===== config.mk =====
export PLATFORM = sky130hd
export DESIGN_NAME = match_timer_ctrl
export DESIGN_NICKNAME = d
export VERILOG_FILES = /design/src/rtl/tmr_pkg.sv /design/src/rtl/tmr_match_chan.sv /design/src/rtl/tmr_datapath.sv /design/src/rtl/tmr_control.sv /design/src/rtl/match_timer_ctrl.sv
export SDC_FILE = /design/constraint.sdc
export NUM_CORES = 1
export LEC_CHECK = 0
export BUFFER_PORTS_ARGS = -buffer_cell sky130_fd_sc_hd__buf_2
export CORE_ASPECT_RATIO = 0.5
export CORE_MARGIN = 10
export CORE_UTILIZATION = 35
export CTS_BUF_LIST = sky130_fd_sc_hd__clkbuf_4
export CTS_CLUSTER_SIZE = 24
export DETAILED_ROUTE_END_ITERATION = 7
export PLACE_DENSITY = 0.59
export SLEW_MARGIN = 20
export SYNTH_ARGS = -nofsm -noshare
export SYNTH_HDL_FRONTEND = slang
export SYNTH_HIERARCHICAL = 1
export SYNTH_SLANG_ARGS = --single-unit

===== constraint.sdc =====
create_clock -name clk -period 4.7 [get_ports clk]
set_input_delay 0.47 -clock clk [delete_from_list [all_inputs] [get_ports clk]]
set_output_delay 0.47 -clock clk [all_outputs]
set_load 0.05 [all_outputs]

===== src/rtl/tmr_pkg.sv =====
package tmr_pkg;

  typedef struct packed {
    logic runEn;       // counters may advance
    logic clrAll;      // hold both counters at zero
    logic zeroOnTick;  // a reset-enabled channel matches now
    logic holdOnTick;  // a stop-enabled channel matches now
  } tmr_strobe_t;

  localparam int ADDR_CTRL  = 0;
  localparam int ADDR_PRE   = 1;
  localparam int ADDR_ACT   = 2;
  localparam int ADDR_FLAGS = 3;
  localparam int ADDR_TCNT  = 4;
  localparam int ADDR_PCNT  = 5;
  localparam int MATCH_BASE = 8;

  localparam int ACT_BITS   = 3;
  localparam int ACT_INT    = 0;
  localparam int ACT_RST    = 1;
  localparam int ACT_STOP   = 2;

endpackage


===== src/rtl/tmr_match_chan.sv =====
module tmr_match_chan #(
  parameter int CNT_W = 32
) (
  input  logic             clk,
  input  logic             rstN,
  input  logic             wr,
  input  logic [CNT_W-1:0] wrData,
  input  logic [CNT_W-1:0] tcount,
  output logic [CNT_W-1:0] value,
  output logic             hit
);

  always_ff @(posedge clk or negedge rstN) begin
    if (!rstN) begin
      value <= '0;
    end else if (wr) begin
      value <= wrData;
    end
  end

  assign hit = (value == tcount);

endmodule


===== src/rtl/tmr_datapath.sv =====
module tmr_datapath
  import tmr_pkg::*;
#(
  parameter int NUM_CH = 7,
  parameter int CNT_W  = 32
) (
  input  logic                    clk,
  input  logic                    rstN,
  input  tmr_strobe_t             strb,
  input  logic                    preWr,
  input  logic [NUM_CH-1:0]       matchWr,
  input  logic [CNT_W-1:0]        wrData,
  output logic                    tick,
  output logic [CNT_W-1:0]        tcount,
  output logic [CNT_W-1:0]        pcount,
  output logic [CNT_W-1:0]        preLimit,
  output logic [NUM_CH*CNT_W-1:0] matchVals,
  output logic [NUM_CH-1:0]       matchHit
);

  localparam logic [CNT_W-1:0] CNT_ONE = CNT_W'(1);

  logic preTerminal;

  always_ff @(posedge clk or negedge rstN) begin
    if (!rstN) begin
      preLimit <= '0;
    end else if (preWr) begin
      preLimit <= wrData;
    end
  end

  assign preTerminal = (pcount == preLimit);
  assign tick        = strb.runEn && !strb.clrAll && preTerminal;

  always_ff @(posedge clk or negedge rstN) begin
    if (!rstN) begin
      pcount <= '0;
      tcount <= '0;
    end else if (strb.clrAll) begin
      pcount <= '0;
      tcount <= '0;
    end else if (tick) begin
      pcount <= '0;
      if (strb.zeroOnTick) begin
        tcount <= '0;
      end else if (!strb.holdOnTick) begin
        tcount <= tcount + CNT_ONE;
      end
    end else if (strb.runEn) begin
      pcount <= pcount + CNT_ONE;
    end
  end

  for (genvar ch = 0; ch < NUM_CH; ch++) begin : g_chan
    tmr_match_chan #(
      .CNT_W(CNT_W)
    ) u_chan (
      .clk   (clk),
      .rstN  (rstN),
      .wr    (matchWr[ch]),
      .wrData(wrData),
      .tcount(tcount),
      .value (matchVals[ch*CNT_W +: CNT_W]),
      .hit   (matchHit[ch])
    );
  end

endmodule


===== src/rtl/tmr_control.sv =====
module tmr_control
  import tmr_pkg::*;
#(
  parameter int NUM_CH = 7,
  parameter int CNT_W  = 32,
  parameter int DATA_W = 32,
  parameter int ADDR_W = 4
) (
  input  logic                    clk,
  input  logic                    rstN,
  input  logic                    busWe,
  input  logic [ADDR_W-1:0]       busAddr,
  input  logic [DATA_W-1:0]       busWdata,
  output logic [DATA_W-1:0]       busRdata,
  input  logic                    tick,
  input  logic [NUM_CH-1:0]       matchHit,
  input  logic [CNT_W-1:0]        tcount,
  input  logic [CNT_W-1:0]        pcount,
  input  logic [CNT_W-1:0]        preLimit,
  input  logic [NUM_CH*CNT_W-1:0] matchVals,
  output tmr_strobe_t             strb,
  output logic                    preWr,
  output logic [NUM_CH-1:0]       matchWr,
  output logic [CNT_W-1:0]        wrData,
  output logic [NUM_CH*ACT_BITS-1:0] actWord,
  output logic [NUM_CH-1:0]       irqFlags,
  output logic                    irq
);

  localparam int ACT_W = NUM_CH * ACT_BITS;

  logic              runReg;
  logic              clrReg;
  logic [NUM_CH-1:0] intEn;
  logic [NUM_CH-1:0] rstEn;
  logic [NUM_CH-1:0] stopEn;
  logic [NUM_CH-1:0] setMask;
  logic [NUM_CH-1:0] clrMask;
  logic              ctrlWr;
  logic              actWr;
  logic              flagWr;
  logic              stopEvt;
  logic              unusedWdata;

  assign ctrlWr = busWe && (busAddr == ADDR_W'(ADDR_CTRL));
  assign preWr  = busWe && (busAddr == ADDR_W'(ADDR_PRE));
  assign actWr  = busWe && (busAddr == ADDR_W'(ADDR_ACT));
  assign flagWr = busWe && (busAddr == ADDR_W'(ADDR_FLAGS));
  assign wrData = busWdata[CNT_W-1:0];
  assign unusedWdata = ^busWdata;

  for (genvar ch = 0; ch < NUM_CH; ch++) begin : g_dec
    assign matchWr[ch] = busWe && (busAddr == ADDR_W'(MATCH_BASE + ch));
    assign intEn[ch]   = actWord[ch*ACT_BITS + ACT_INT];
    assign rstEn[ch]   = actWord[ch*ACT_BITS + ACT_RST];
    assign stopEn[ch]  = actWord[ch*ACT_BITS + ACT_STOP];
  end

  // Match events count only on the prescale terminal cycle.
  assign setMask = tick ? (matchHit & intEn) : '0;
  assign clrMask = flagWr ? busWdata[NUM_CH-1:0] : '0;
  assign stopEvt = tick && |(matchHit & stopEn);

  assign strb.runEn      = runReg;
  assign strb.clrAll     = clrReg;
  assign strb.zeroOnTick = |(matchHit & rstEn);
  assign strb.holdOnTick = |(matchHit & stopEn);

  always_ff @(posedge clk or negedge rstN) begin
    if (!rstN) begin
      runReg <= 1'b0;
      clrReg <= 1'b0;
    end else begin
      if (stopEvt) begin
        runReg <= 1'b0;
      end else if (ctrlWr) begin
        runReg <= busWdata[0];
      end
      if (ctrlWr) begin
        clrReg <= busWdata[1];
      end
    end
  end

  always_ff @(posedge clk or negedge rstN) begin
    if (!rstN) begin
      actWord <= '0;
    end else if (actWr) begin
      actWord <= busWdata[ACT_W-1:0];
    end
  end

  always_ff @(posedge clk or negedge rstN) begin
    if (!rstN) begin
      irqFlags <= '0;
    end else begin
      irqFlags <= (irqFlags & ~clrMask) | setMask;
    end
  end

  assign irq = |irqFlags;

  always_comb begin
    busRdata = '0;
    if (busAddr == ADDR_W'(ADDR_CTRL)) begin
      busRdata = DATA_W'({clrReg, runReg});
    end else if (busAddr == ADDR_W'(ADDR_PRE)) begin
      busRdata = DATA_W'(preLimit);
    end else if (busAddr == ADDR_W'(ADDR_ACT)) begin
      busRdata = DATA_W'(actWord);
    end else if (busAddr == ADDR_W'(ADDR_FLAGS)) begin
      busRdata = DATA_W'(irqFlags);
    end else if (busAddr == ADDR_W'(ADDR_TCNT)) begin
      busRdata = DATA_W'(tcount);
    end else if (busAddr == ADDR_W'(ADDR_PCNT)) begin
      busRdata = DATA_W'(pcount);
    end else begin
      for (int ch = 0; ch < NUM_CH; ch++) begin
        if (busAddr == ADDR_W'(MATCH_BASE + ch)) begin
          busRdata = DATA_W'(matchVals[ch*CNT_W +: CNT_W]);
        end
      end
    end
  end

endmodule


===== src/rtl/match_timer_ctrl.sv =====
module match_timer_ctrl
  import tmr_pkg::*;
#(
  parameter int NUM_CH = 7,
  parameter int CNT_W  = 32,
  parameter int DATA_W = 32,
  parameter int ADDR_W = 4
) (
  input  logic              clk,
  input  logic              rstN,
  input  logic              busWe,
  input  logic [ADDR_W-1:0] busAddr,
  input  logic [DATA_W-1:0] busWdata,
  output logic [DATA_W-1:0] busRdata,
  output logic [NUM_CH-1:0] irqFlags,
  output logic              irq
);

  localparam int ACT_W = NUM_CH * ACT_BITS;

  tmr_strobe_t              strb;
  logic                     tick;
  logic                     preWr;
  logic [NUM_CH-1:0]        matchWr;
  logic [CNT_W-1:0]         wrData;
  logic [CNT_W-1:0]         tcount;
  logic [CNT_W-1:0]         pcount;
  logic [CNT_W-1:0]         preLimit;
  logic [NUM_CH*CNT_W-1:0]  matchVals;
  logic [NUM_CH-1:0]        matchHit;
  logic [ACT_W-1:0]         actWord;

  tmr_control #(
    .NUM_CH(NUM_CH), .CNT_W(CNT_W), .DATA_W(DATA_W), .ADDR_W(ADDR_W)
  ) u_ctrl (
    .clk      (clk),
    .rstN     (rstN),
    .busWe    (busWe),
    .busAddr  (busAddr),
    .busWdata (busWdata),
    .busRdata (busRdata),
    .tick     (tick),
    .matchHit (matchHit),
    .tcount   (tcount),
    .pcount   (pcount),
    .preLimit (preLimit),
    .matchVals(matchVals),
    .strb     (strb),
    .preWr    (preWr),
    .matchWr  (matchWr),
    .wrData   (wrData),
    .actWord  (actWord),
    .irqFlags (irqFlags),
    .irq      (irq)
  );

  tmr_datapath #(
    .NUM_CH(NUM_CH), .CNT_W(CNT_W)
  ) u_dp (
    .clk      (clk),
    .rstN     (rstN),
    .strb     (strb),
    .preWr    (preWr),
    .matchWr  (matchWr),
    .wrData   (wrData),
    .tick     (tick),
    .tcount   (tcount),
    .pcount   (pcount),
    .preLimit (preLimit),
    .matchVals(matchVals),
    .matchHit (matchHit)
  );

endmodule


==> run metrics <==
status=finished, final reports clean; H-tree levels=3; RSZ-0062 raised after global routing=no; post-DP HPWL=63.6 mm; Register Area=~9000 um2; switching share of total power=a little under two fifths; Setup crit start kind=flop; post-DR wirelength/cell=29.9 um; total power=around 9.2 mW; Post-synth EDFFs=0; number of max-cap violations=0; critical path endpoint category=flop; # IOs=just under 80; GR Util All Layers=23.7%; Syn Nets=just over 2000; Hold Vio Cnt, Final=0; largest net degree at the start of global routing=roughly 110; ANT nets after route=0; Syn Area/Cell=between 10 and 15 um2; Filler Cell Count=a little under 6000; switching power=about 3.4 mW; asr flop ratio synth=100%; CP cell instances=xor2_1 > nor4_1 > nand4_1 > nor2_1 > a22oi_1 > nand3_1 > nor2_1 > a21oi_1 > nand4_2 > or4b_1 > a21oi_1; first-pass GRT wire length=between 100 and 150 mm; Mapped Cells=a little under 2000; crit-path max FO=17; CTS tree=built; Multi-input gate area=between 10000 and 15000 um2; clk_lat worst skew=~800 ps; Layout Skew=between 40 and 50 ps; Slew HR=about a quarter; Pre-Repair DR Iteration Count=7; Final min period=between 4000 and 5000 ps; post-synthesis cell type count=between 80 and 90; die height=~200 um; peak supply drop=0.144 mV; Main synth FF type=dfrtp_1; Die X=369 um; Synth area leader=dfrtp_1; gpl congestion=between 1 and 1.5; layout cells sized above 1=30.1%; Core Box Area=59700 um2; Setup CP Type=flop to flop; vias per cell=6.21; Worst Tran Pin Value=between 1000 and 1500 ps; slowest CP cell=dfrtp_1; total clock sinks=between 300 and 400; min-delay worst type=primary input to flop; Critical Path Max Stage Delay=900 ps; Final Cycle Share=between 80% and 90%; PwrDens=390 nW/um2; post-route DRC violation count=0; logic gate share of total power=approximately a quarter; Final Max Slew Viols=0; Crit path buffers/inverters=0; Setup violations, final=0; Final TNS setup=0 ps; CTS resizes=0; DRT iter0 DRCs=2387; Routed WL=roughly 88 mm; commonest non-fill, non-tap cell in the layout=dfrtp_1; #FFs+latches synth=350; FP Rows=63; Max clock buf depth=3; Sequential Power Share=46.6%; most frequent cells in the layout=350 x dfrtp_1, 280 x mux2_2, 225 x xor2_1; critical path arrival=around 4900 ps; DP Worst Slack=between 700 and 800 ps; grt total ovfl=0; initial antenna violation count=4; Int Power=~6 mW; CTS Buf Count=89; Final nets=around 2100; vias in the first global route=between 15000 and 20000; Worst EP required=roughly 5400 ps; root buffer cell=clkbuf_4; Mapped Area=~21000 um2; Area Growth Syn to Fin=10.7%; top-area cell type share of the netlist area=slightly above 40%; total number of vias=around 18000; Clk network pwr share=~28%; main area contributors after synthesis=dfrtp_1 41%, mux2_2 15%, xor2_1 9.2%; Initial Util=between 30% and 40%; Die Area=around 70000 um2; Pleak=~10 nW; Clk pin slew, worst setup/hold paths=approximately 70 ps; register area share after synthesis=between 40% and 50%; synth warn=6; delay-heaviest family, CP=simple AND/OR/NAND/NOR gates; Final Worst Setup Slack=546 ps; Max Freq=241 MHz; Port Buffers=between 70 and 80
[power by group through the flow]
stage               sequential (mW)  clock, mW  combinational (mW)
floorplan                      4.03          0                1.62
global placement               4.33          0                2.25
detailed placement             4.33          0                2.27
CTS                            4.28       2.63                2.29
global route                   4.35       2.77                2.47
finish                         4.30       2.56                2.36
[worst paths after layout]
check / startpoint / end / slack, ps / cells past startpoint
setup / recovery: u_dp/tcount[2] / u_dp/tcount[18] / 550 / 11
hold / removal: busWdata[9] / u_dp/g_chan[1].u_chan/value[9] / 70 / 2
setup reg to reg: u_dp/tcount[2] / u_dp/tcount[18] / 550 / 11
hold reg to reg: u_dp/g_chan[2].u_chan/value[3] / u_dp/g_chan[2].u_chan/value[3] / 530 / 1
max in group asynchronous: rstN / u_dp/pcount[13] / 3270 / 3
min in group asynchronous: rstN / u_dp/g_chan[2].u_chan/value[0] / 280 / 2
[registers in the layout, summed over array words and instances, names as in the netlist]
signal	count
u_dp/preLimit	32
u_dp/g_chan.u_chan/value	224
u_dp/tcount	32
u_ctrl/runReg	1
u_dp/pcount	32
u_ctrl/actWord	21
u_ctrl/clrReg	1
u_ctrl/irqFlags	7
[logic make-up after synthesis]
family / Yosys count / synth area share, %
XOR/XNOR: 258 / 10.6
adder cells (fa/ha/maj): 2 / 0.117
multiplexers: 341 / 19.0
flip-flops: 350 / 41.1
AND/OR/NAND/NOR: 442 / 10.9
AO/OA/AOI/OAI: 406 / 12.8
buffers and inverters: 184 / 5.48
[repair_timing]
action                                 in CTS  in global routing
hold buffers                                9                  0
endpoints found under the hold margin     134                  0
buffers inserted                            0                  0
[Yosys cell counts, drive strengths merged (6+ instances only)]
cell type / number
a32o: 16
a31oi: 16
xor2: 225
nand4: 48
clkbuf: 41
a221oi: 21
nand2b: 7
a22o: 8
o22ai: 11
o21ai: 85
a222oi: 6
buf: 129
mux2: 297
and3: 23
dfrtp: 350
nor4: 65
xnor2: 33
mux2i: 23
and4: 6
o22a: 9
nand3: 57
nor2: 82
a2bb2oi: 9
mux4: 21
a22oi: 13
nor3: 22
o211ai: 21
nand2: 96
inv: 13
a21o: 10
and2: 6
a21oi: 103
o32ai: 8
a21boi: 7
o31ai: 27
nor2b: 12
[cell type report]
class / count / share of cell area, %
well taps: 812 / 4.30
diodes: 1 / 0.0106
clock buffers: 125 / 3.97
flip-flops and latches: 350 / 37.1
repair buffers: 179 / 5.34
clock inverters: 23 / 0.456
multi-input cells: 1449 / 48.6
inverters: 14 / 0.223
[per-layer routing]
layer	share of wire (%)	global-route usage (%)
met3	11	6.00
met1	43	33.6
met4	4.3	9.39
met2	42	34.1
met5	0	0
[through the flow]
stage,cell area (um2),instances,utilization [%],hold slack (ps)
after floorplan,21300,1983,-,174
after global placement,22500,2795,37.6,515
after detailed placement,22500,2795,37.6,526
after CTS,23600,2952,39.5,1.07
after global routing,23600,2953,39.5,33.8
final,23600,2953,39.5,74.1
No activity file was read; power rests on OpenSTA's default activity.
